`src/rtl/mdm_pkg.sv`:
```
package mdm_pkg;
  // Positions inside a nibble of modem levels / change flags
  localparam int unsigned NIB_DCD = 3;
  localparam int unsigned NIB_RI  = 2;
  localparam int unsigned NIB_DSR = 1;
  localparam int unsigned NIB_CTS = 0;

  // Control register bit positions
  localparam int unsigned CB_LOOP = 4;
  localparam int unsigned CB_OUT2 = 3;
  localparam int unsigned CB_OUT1 = 2;
  localparam int unsigned CB_RTS  = 1;
  localparam int unsigned CB_DTR  = 0;

  // Strobes from control to datapath
  typedef struct packed {
    logic ctlWr;    // load control register
    logic statClr;  // clear change flags at this edge
    logic rdStat;   // status selected for read
    logic rdCtl;    // control selected for read
  } mdmStrobe_t;
endpackage

```
`src/rtl/mdm_sync.sv`:
```
module mdm_sync #(
  parameter int unsigned WIDTH  = 4,
  parameter int unsigned STAGES = 2,
  parameter logic [WIDTH-1:0] RST_VAL = '0
) (
  input  logic             clk,
  input  logic             rstN,
  input  logic [WIDTH-1:0] asyncIn,
  output logic [WIDTH-1:0] syncOut
);
  logic [WIDTH-1:0] stageQ [STAGES];

  for (genvar s = 0; s < STAGES; s++) begin : g_stage
    if (s == 0) begin : g_first
      always_ff @(posedge clk or negedge rstN) begin
        if (!rstN) stageQ[s] <= RST_VAL;
        else       stageQ[s] <= asyncIn;
      end
    end else begin : g_next
      always_ff @(posedge clk or negedge rstN) begin
        if (!rstN) stageQ[s] <= RST_VAL;
        else       stageQ[s] <= stageQ[s-1];
      end
    end
  end

  assign syncOut = stageQ[STAGES-1];
endmodule

```
`src/rtl/mdm_ctrl.sv`:
```
module mdm_ctrl
  import mdm_pkg::*;
(
  input  logic       wrEn,
  input  logic       rdEn,
  input  logic       regSel,
  input  logic       loopOn,
  output mdmStrobe_t strb
);
  always_comb begin
    strb         = '0;
    strb.ctlWr   = wrEn & ~regSel;
    strb.rdStat  = rdEn & regSel;
    strb.rdCtl   = rdEn & ~regSel;
    // Loopback reads show the control mirror and leave stored flags alone
    strb.statClr = rdEn & regSel & ~loopOn;
  end
endmodule

```
`src/rtl/mdm_dpath.sv`:
```
module mdm_dpath
  import mdm_pkg::*;
#(
  parameter int unsigned DATA_W      = 8,
  parameter int unsigned CTL_W       = 5,
  parameter int unsigned SYNC_STAGES = 2,
  parameter logic [DATA_W-1:0] STAT_RST = 8'hB0,
  parameter logic [CTL_W-1:0]  CTL_RST  = 5'h08
) (
  input  logic              clk,
  input  logic              rstN,
  input  mdmStrobe_t        strb,
  input  logic [DATA_W-1:0] wrData,
  input  logic [3:0]        pinNib,
  output logic [DATA_W-1:0] rdData,
  output logic [3:0]        outNib,
  output logic              loopOn,
  output logic              deltaPend,
  output logic [DATA_W-1:0] statQ,
  output logic [CTL_W-1:0]  ctlQ,
  output logic [3:0]        syncNib
);
  localparam int unsigned NIB = DATA_W / 2;

  logic [NIB-1:0]    lvlOld;
  logic [NIB-1:0]    edgeAny;
  logic [NIB-1:0]    newFlag;
  logic [NIB-1:0]    keptFlag;
  logic [DATA_W-1:0] loopView;

  mdm_sync #(
    .WIDTH  (4),
    .STAGES (SYNC_STAGES),
    .RST_VAL(STAT_RST[DATA_W-1:NIB])
  ) u_sync (
    .clk    (clk),
    .rstN   (rstN),
    .asyncIn(pinNib),
    .syncOut(syncNib)
  );

  assign lvlOld  = statQ[DATA_W-1:NIB];
  assign edgeAny = syncNib ^ lvlOld;

  always_comb begin
    newFlag          = edgeAny;
    // Ring flag only on a trailing (1 -> 0) edge
    newFlag[NIB_RI]  = lvlOld[NIB_RI] & ~syncNib[NIB_RI];
    keptFlag         = strb.statClr ? '0 : statQ[NIB-1:0];
  end

  always_ff @(posedge clk or negedge rstN) begin
    if (!rstN) statQ <= STAT_RST;
    else       statQ <= {syncNib, keptFlag | newFlag};
  end

  always_ff @(posedge clk or negedge rstN) begin
    if (!rstN)           ctlQ <= CTL_RST;
    else if (strb.ctlWr) ctlQ <= wrData[CTL_W-1:0];
  end

  assign loopOn = ctlQ[CB_LOOP];

  always_comb begin
    loopView = '0;
    loopView[NIB + NIB_DCD] = ctlQ[CB_OUT2];
    loopView[NIB + NIB_RI]  = ctlQ[CB_OUT1];
    loopView[NIB + NIB_DSR] = ctlQ[CB_DTR];
    loopView[NIB + NIB_CTS] = ctlQ[CB_RTS];
  end

  always_comb begin
    rdData = '0;
    if (strb.rdStat)     rdData = loopOn ? loopView : statQ;
    else if (strb.rdCtl) rdData = {{(DATA_W-CTL_W){1'b0}}, ctlQ};
  end

  // {out2, out1, rts, dtr}, forced inactive in loopback
  assign outNib    = loopOn ? 4'b0000 : ctlQ[CB_OUT2:CB_DTR];
  assign deltaPend = |statQ[NIB-1:0];
endmodule

```
`src/rtl/mdm_regs_top.sv`:
```
module mdm_regs_top
  import mdm_pkg::*;
#(
  parameter int unsigned DATA_W      = 8,
  parameter int unsigned CTL_W       = 5,
  parameter int unsigned SYNC_STAGES = 2
) (
  input  logic              clk,
  input  logic              rstN,
  input  logic              wrEn,
  input  logic              rdEn,
  input  logic              regSel,
  input  logic [DATA_W-1:0] wrData,
  output logic [DATA_W-1:0] rdData,
  input  logic              ctsIn,
  input  logic              dsrIn,
  input  logic              dcdIn,
  input  logic              riIn,
  output logic              rtsOut,
  output logic              dtrOut,
  output logic              out1Out,
  output logic              out2Out,
  output logic              deltaPend
);
  mdmStrobe_t        strb;
  logic              loopOn;
  logic [3:0]        outNib;
  logic [DATA_W-1:0] statRegW;
  logic [CTL_W-1:0]  ctlRegW;
  logic [3:0]        syncNibW;

  mdm_ctrl u_ctrl (
    .wrEn  (wrEn),
    .rdEn  (rdEn),
    .regSel(regSel),
    .loopOn(loopOn),
    .strb  (strb)
  );

  mdm_dpath #(
    .DATA_W     (DATA_W),
    .CTL_W      (CTL_W),
    .SYNC_STAGES(SYNC_STAGES)
  ) u_dpath (
    .clk      (clk),
    .rstN     (rstN),
    .strb     (strb),
    .wrData   (wrData),
    .pinNib   ({dcdIn, riIn, dsrIn, ctsIn}),
    .rdData   (rdData),
    .outNib   (outNib),
    .loopOn   (loopOn),
    .deltaPend(deltaPend),
    .statQ    (statRegW),
    .ctlQ     (ctlRegW),
    .syncNib  (syncNibW)
  );

  assign {out2Out, out1Out, rtsOut, dtrOut} = outNib;
endmodule

```
`config.mk`:
```
export PLATFORM = sky130hd
export DESIGN_NAME = mdm_regs_top
export DESIGN_NICKNAME = d
export VERILOG_FILES = /design/src/rtl/mdm_pkg.sv /design/src/rtl/mdm_sync.sv /design/src/rtl/mdm_ctrl.sv /design/src/rtl/mdm_dpath.sv /design/src/rtl/mdm_regs_top.sv
export SDC_FILE = /design/constraint.sdc
export NUM_CORES = 1
export LEC_CHECK = 0
export BUFFER_PORTS_ARGS = -buffer_cell sky130_fd_sc_hd__buf_2
export CAP_MARGIN = 30
export CORE_MARGIN = 8
export CORE_UTILIZATION = 50
export CTS_CLUSTER_DIAMETER = 120
export DETAILED_ROUTE_END_ITERATION = 10
export PLACE_DENSITY = 0.88
export SYNTH_ARGS = -nofsm -noshare
export SYNTH_HDL_FRONTEND = slang
export SYNTH_SLANG_ARGS = --single-unit
export TNS_END_PERCENT = 50
```
`constraint.sdc`:
```
create_clock -name clk -period 2.4 [get_ports clk]
set_clock_uncertainty 0.15 [all_clocks]
set_input_delay 0.24 -clock clk [delete_from_list [all_inputs] [get_ports clk]]
set_output_delay 0.24 -clock clk [all_outputs]
set_load 0.01 [all_outputs]
```
==> results.yml <==
critical_path:
  required_ps: 2010
  crit_type: "reg2out"
  cp-end-kind: "primary output"
  rrSetupSlack_ps: 970
  worstSetupStartpointType: "register"
  worstPathArrival_ps: 1510
  critPathMaxFanout: 12
timing:
  fin_crit_ps: 1900
  worst_pin_slew_ps: 447
  finalSetupViolCount: 0
  fmax_mhz: 526
  slew_violations: 0
  hold_viol: 0
  rsz0062_at_grt: "false"
  fin_hold_ws_ps: 18.7
  finalCritPeriodShare_pct: 79.2
  tns_ps: 0
  relSlewSlack_pct: 70.2
  fin_ws_ps: 500
die:
  die_w_um: 57.1
  initial_utilization_pct: 51.1
  coreArea_mm2: 0.00165
  pin_count: 30
  fp.dieH_um: 57.1
  rows: 15
  die-area_mm2: 0.00326
clocking:
  clk_path_buf_depth: 2
  cts_tree: "done"
  cts_sinks: 21
  ctsHtreeMaxLevel: 1
  cts_made_buffers: 3
  post_cts_resized: 0
  cts_root_buf: "clkbuf_4"
  post_cts_buffers: 0
  path_clk_slew_ps: 110
  clk_latency_ps: 290
yosys:
  yosys-top-cells-area: "dfrtp_1 (33%), dfstp_2 (31%), mux2_2 (6.7%)"
  synth_area_leader_cell: "dfrtp_1"
  synth_area_um2: 843
  ys_ff_latch: 21
  yosys_warnings: 0
  seq_area_frac_synth_pct: 63.8
  yosysUniqueCellTypes: 20
  synth_fp_nets: 81
  syn_avg_cell_area_um2: 13.2
  synth_flop_cell: "dfrtp_1"
  synth-edff-count: 0
  syn_inst: 64
  synth_top_area_share_pct: 32.6
  async_reset_ff_share_pct: 100
grt:
  track_usage_pct: 9.83
  grt_pass1_wl_um: 2610
  grt_antenna_before_repair: 0
  grt_max_degree: 22
  grt_pass1_vias: 616
  grt-ovfl-total: 0
detailed_routing:
  drt-met1-wl_um: 652
  via_per_inst: 5.20
  via_count: 598
  wl_um: 1630
  drtIter0Drc: 8
  drt_pass1_iterations: 4
  dr.max_layer_used: "met4"
  drc: 0
  wl_per_cell_um: 14.2
  met3_length_um: 166
  wl_met2_um: 796
  antenna_left: 0
final_layout:
  fin_util_pct: 64.5
  design_area_mm2: 0.00107
  fillers: 136
  layout.nets: 116
  stdcell_count: 115
  multi_input_comb_area_um2: 293
  drive_gt1_share_pct: 45.9
  diodes: 0
  seq_area_um2: 538
  syn_to_final_growth_pct: 26.4
placed_design:
  port_buffers: 26
  pre_cts_ws_ps: 837
  placed_cells: 106
  dp_hpwl_um: 1230
  post_dp_cell_area_um2: 990
  place.gp.congestion: 0.845
power:
  p_leak_nw: 0.502
  power_mw: 0.706
  peakVddDrop_uv: 447
  power_density_mw_per_mm2: 662
flow_run:
  drv_cap: 0
worst_hold_path:
  hp-class: "in2reg"
outcome:
  status: "completed"
[Yosys cell counts (2+ instances only)]
cell	instances
nand3b_1	2
nor2b_1	6
nand2_1	5
nor2_1	3
dfrtp_1	11
xor2_1	3
mux2_2	5
a22oi_1	2
inv_1	2
dfstp_2	10
mux2i_1	3
a21o_1	3
a21boi_0	2
[per-layer routing]
| layer | up-vias | track usage (%) |
|---|---|---|
| met5 | - | 0 |
| met4 | 0 | 4.03 |
| met3 | 2 | 5.32 |
| li1 | 285 | - |
| met1 | 289 | 9.91 |
| met2 | 22 | 16.4 |
[flip-flops by register name, indices dropped and copies added, names as in the netlist]
name	cells
u_dpath.ctlQ	5
u_dpath.u_sync.syncOut	4
u_dpath.statQ	8
u_dpath.u_sync.stageQ	4
[power breakdown]
group / total [mW] / switching, mW / internal, mW
sequential: 0.423 / 0.0315 / 0.392
clock: 0.161 / 0.0959 / 0.0646
combinational: 0.122 / 0.0545 / 0.0676
[area by class of cell]
class	count	area share [%]
timing repair buffer	31	16.9
tap	17	2.00
sequential	21	50.5
multi-input combinational	40	27.5
inverter	2	0.704
clock buffer	4	2.46
[cells by family after synthesis]
logic type,Yosys count,synth area share [%]
AND/OR/NAND/NOR,19,12.6
AO/OA/AOI/OAI,10,8.75
flip-flops,21,63.8
XOR/XNOR,3,3.12
buffers and inverters,3,1.48
multiplexers,8,10.2
[worst paths after layout]
| check | from | end | cells after the start |
|---|---|---|---|
| worst max-delay path | u_dpath.ctlQ[4]$_DFFE_PN0P_ | rdData[3] | 4 |
| worst max register to register | u_dpath.ctlQ[4]$_DFFE_PN0P_ | u_dpath.statQ[2]$_DFF_PN0_ | 3 |
| worst min-delay path | wrData[4] | u_dpath.ctlQ[4]$_DFFE_PN0P_ | 2 |
| max in group asynchronous | rstN | u_dpath.statQ[4]$_DFF_PN1_ | 2 |
| worst min register to register | u_dpath.u_sync.stageQ[4]$_DFF_PN1_ | u_dpath.u_sync.syncOut[0]$_DFF_PN1_ | 0 |
| min in group asynchronous | rstN | u_dpath.ctlQ[1]$_DFFE_PN0P_ | 2 |
[critical path: stages (launching register included)]
cell	delay, ps
dfrtp_1	590
and2b_1	270
a22oi_1	160
nor2b_1	60
buf_2	140
[timing repair]
item | CTS | global route
hold buffers | 5 | 0
endpoints found under the setup margin | 0 | 0
hold endpoints to repair | 15 | 0
[placed cells by master, fill, tap and decap left out, drive strengths merged, types with 3 or more instances in the layout]
cell type    count
mux2i            3
mux2             5
a21boi           3
clkbuf           4
nand2            5
xor2             3
nor2             3
a21o             3
nor2b            7
buf             26
dfstp           10
dfrtp           11
dlygate4sd3      5
Power figures use the tool's default switching activity.
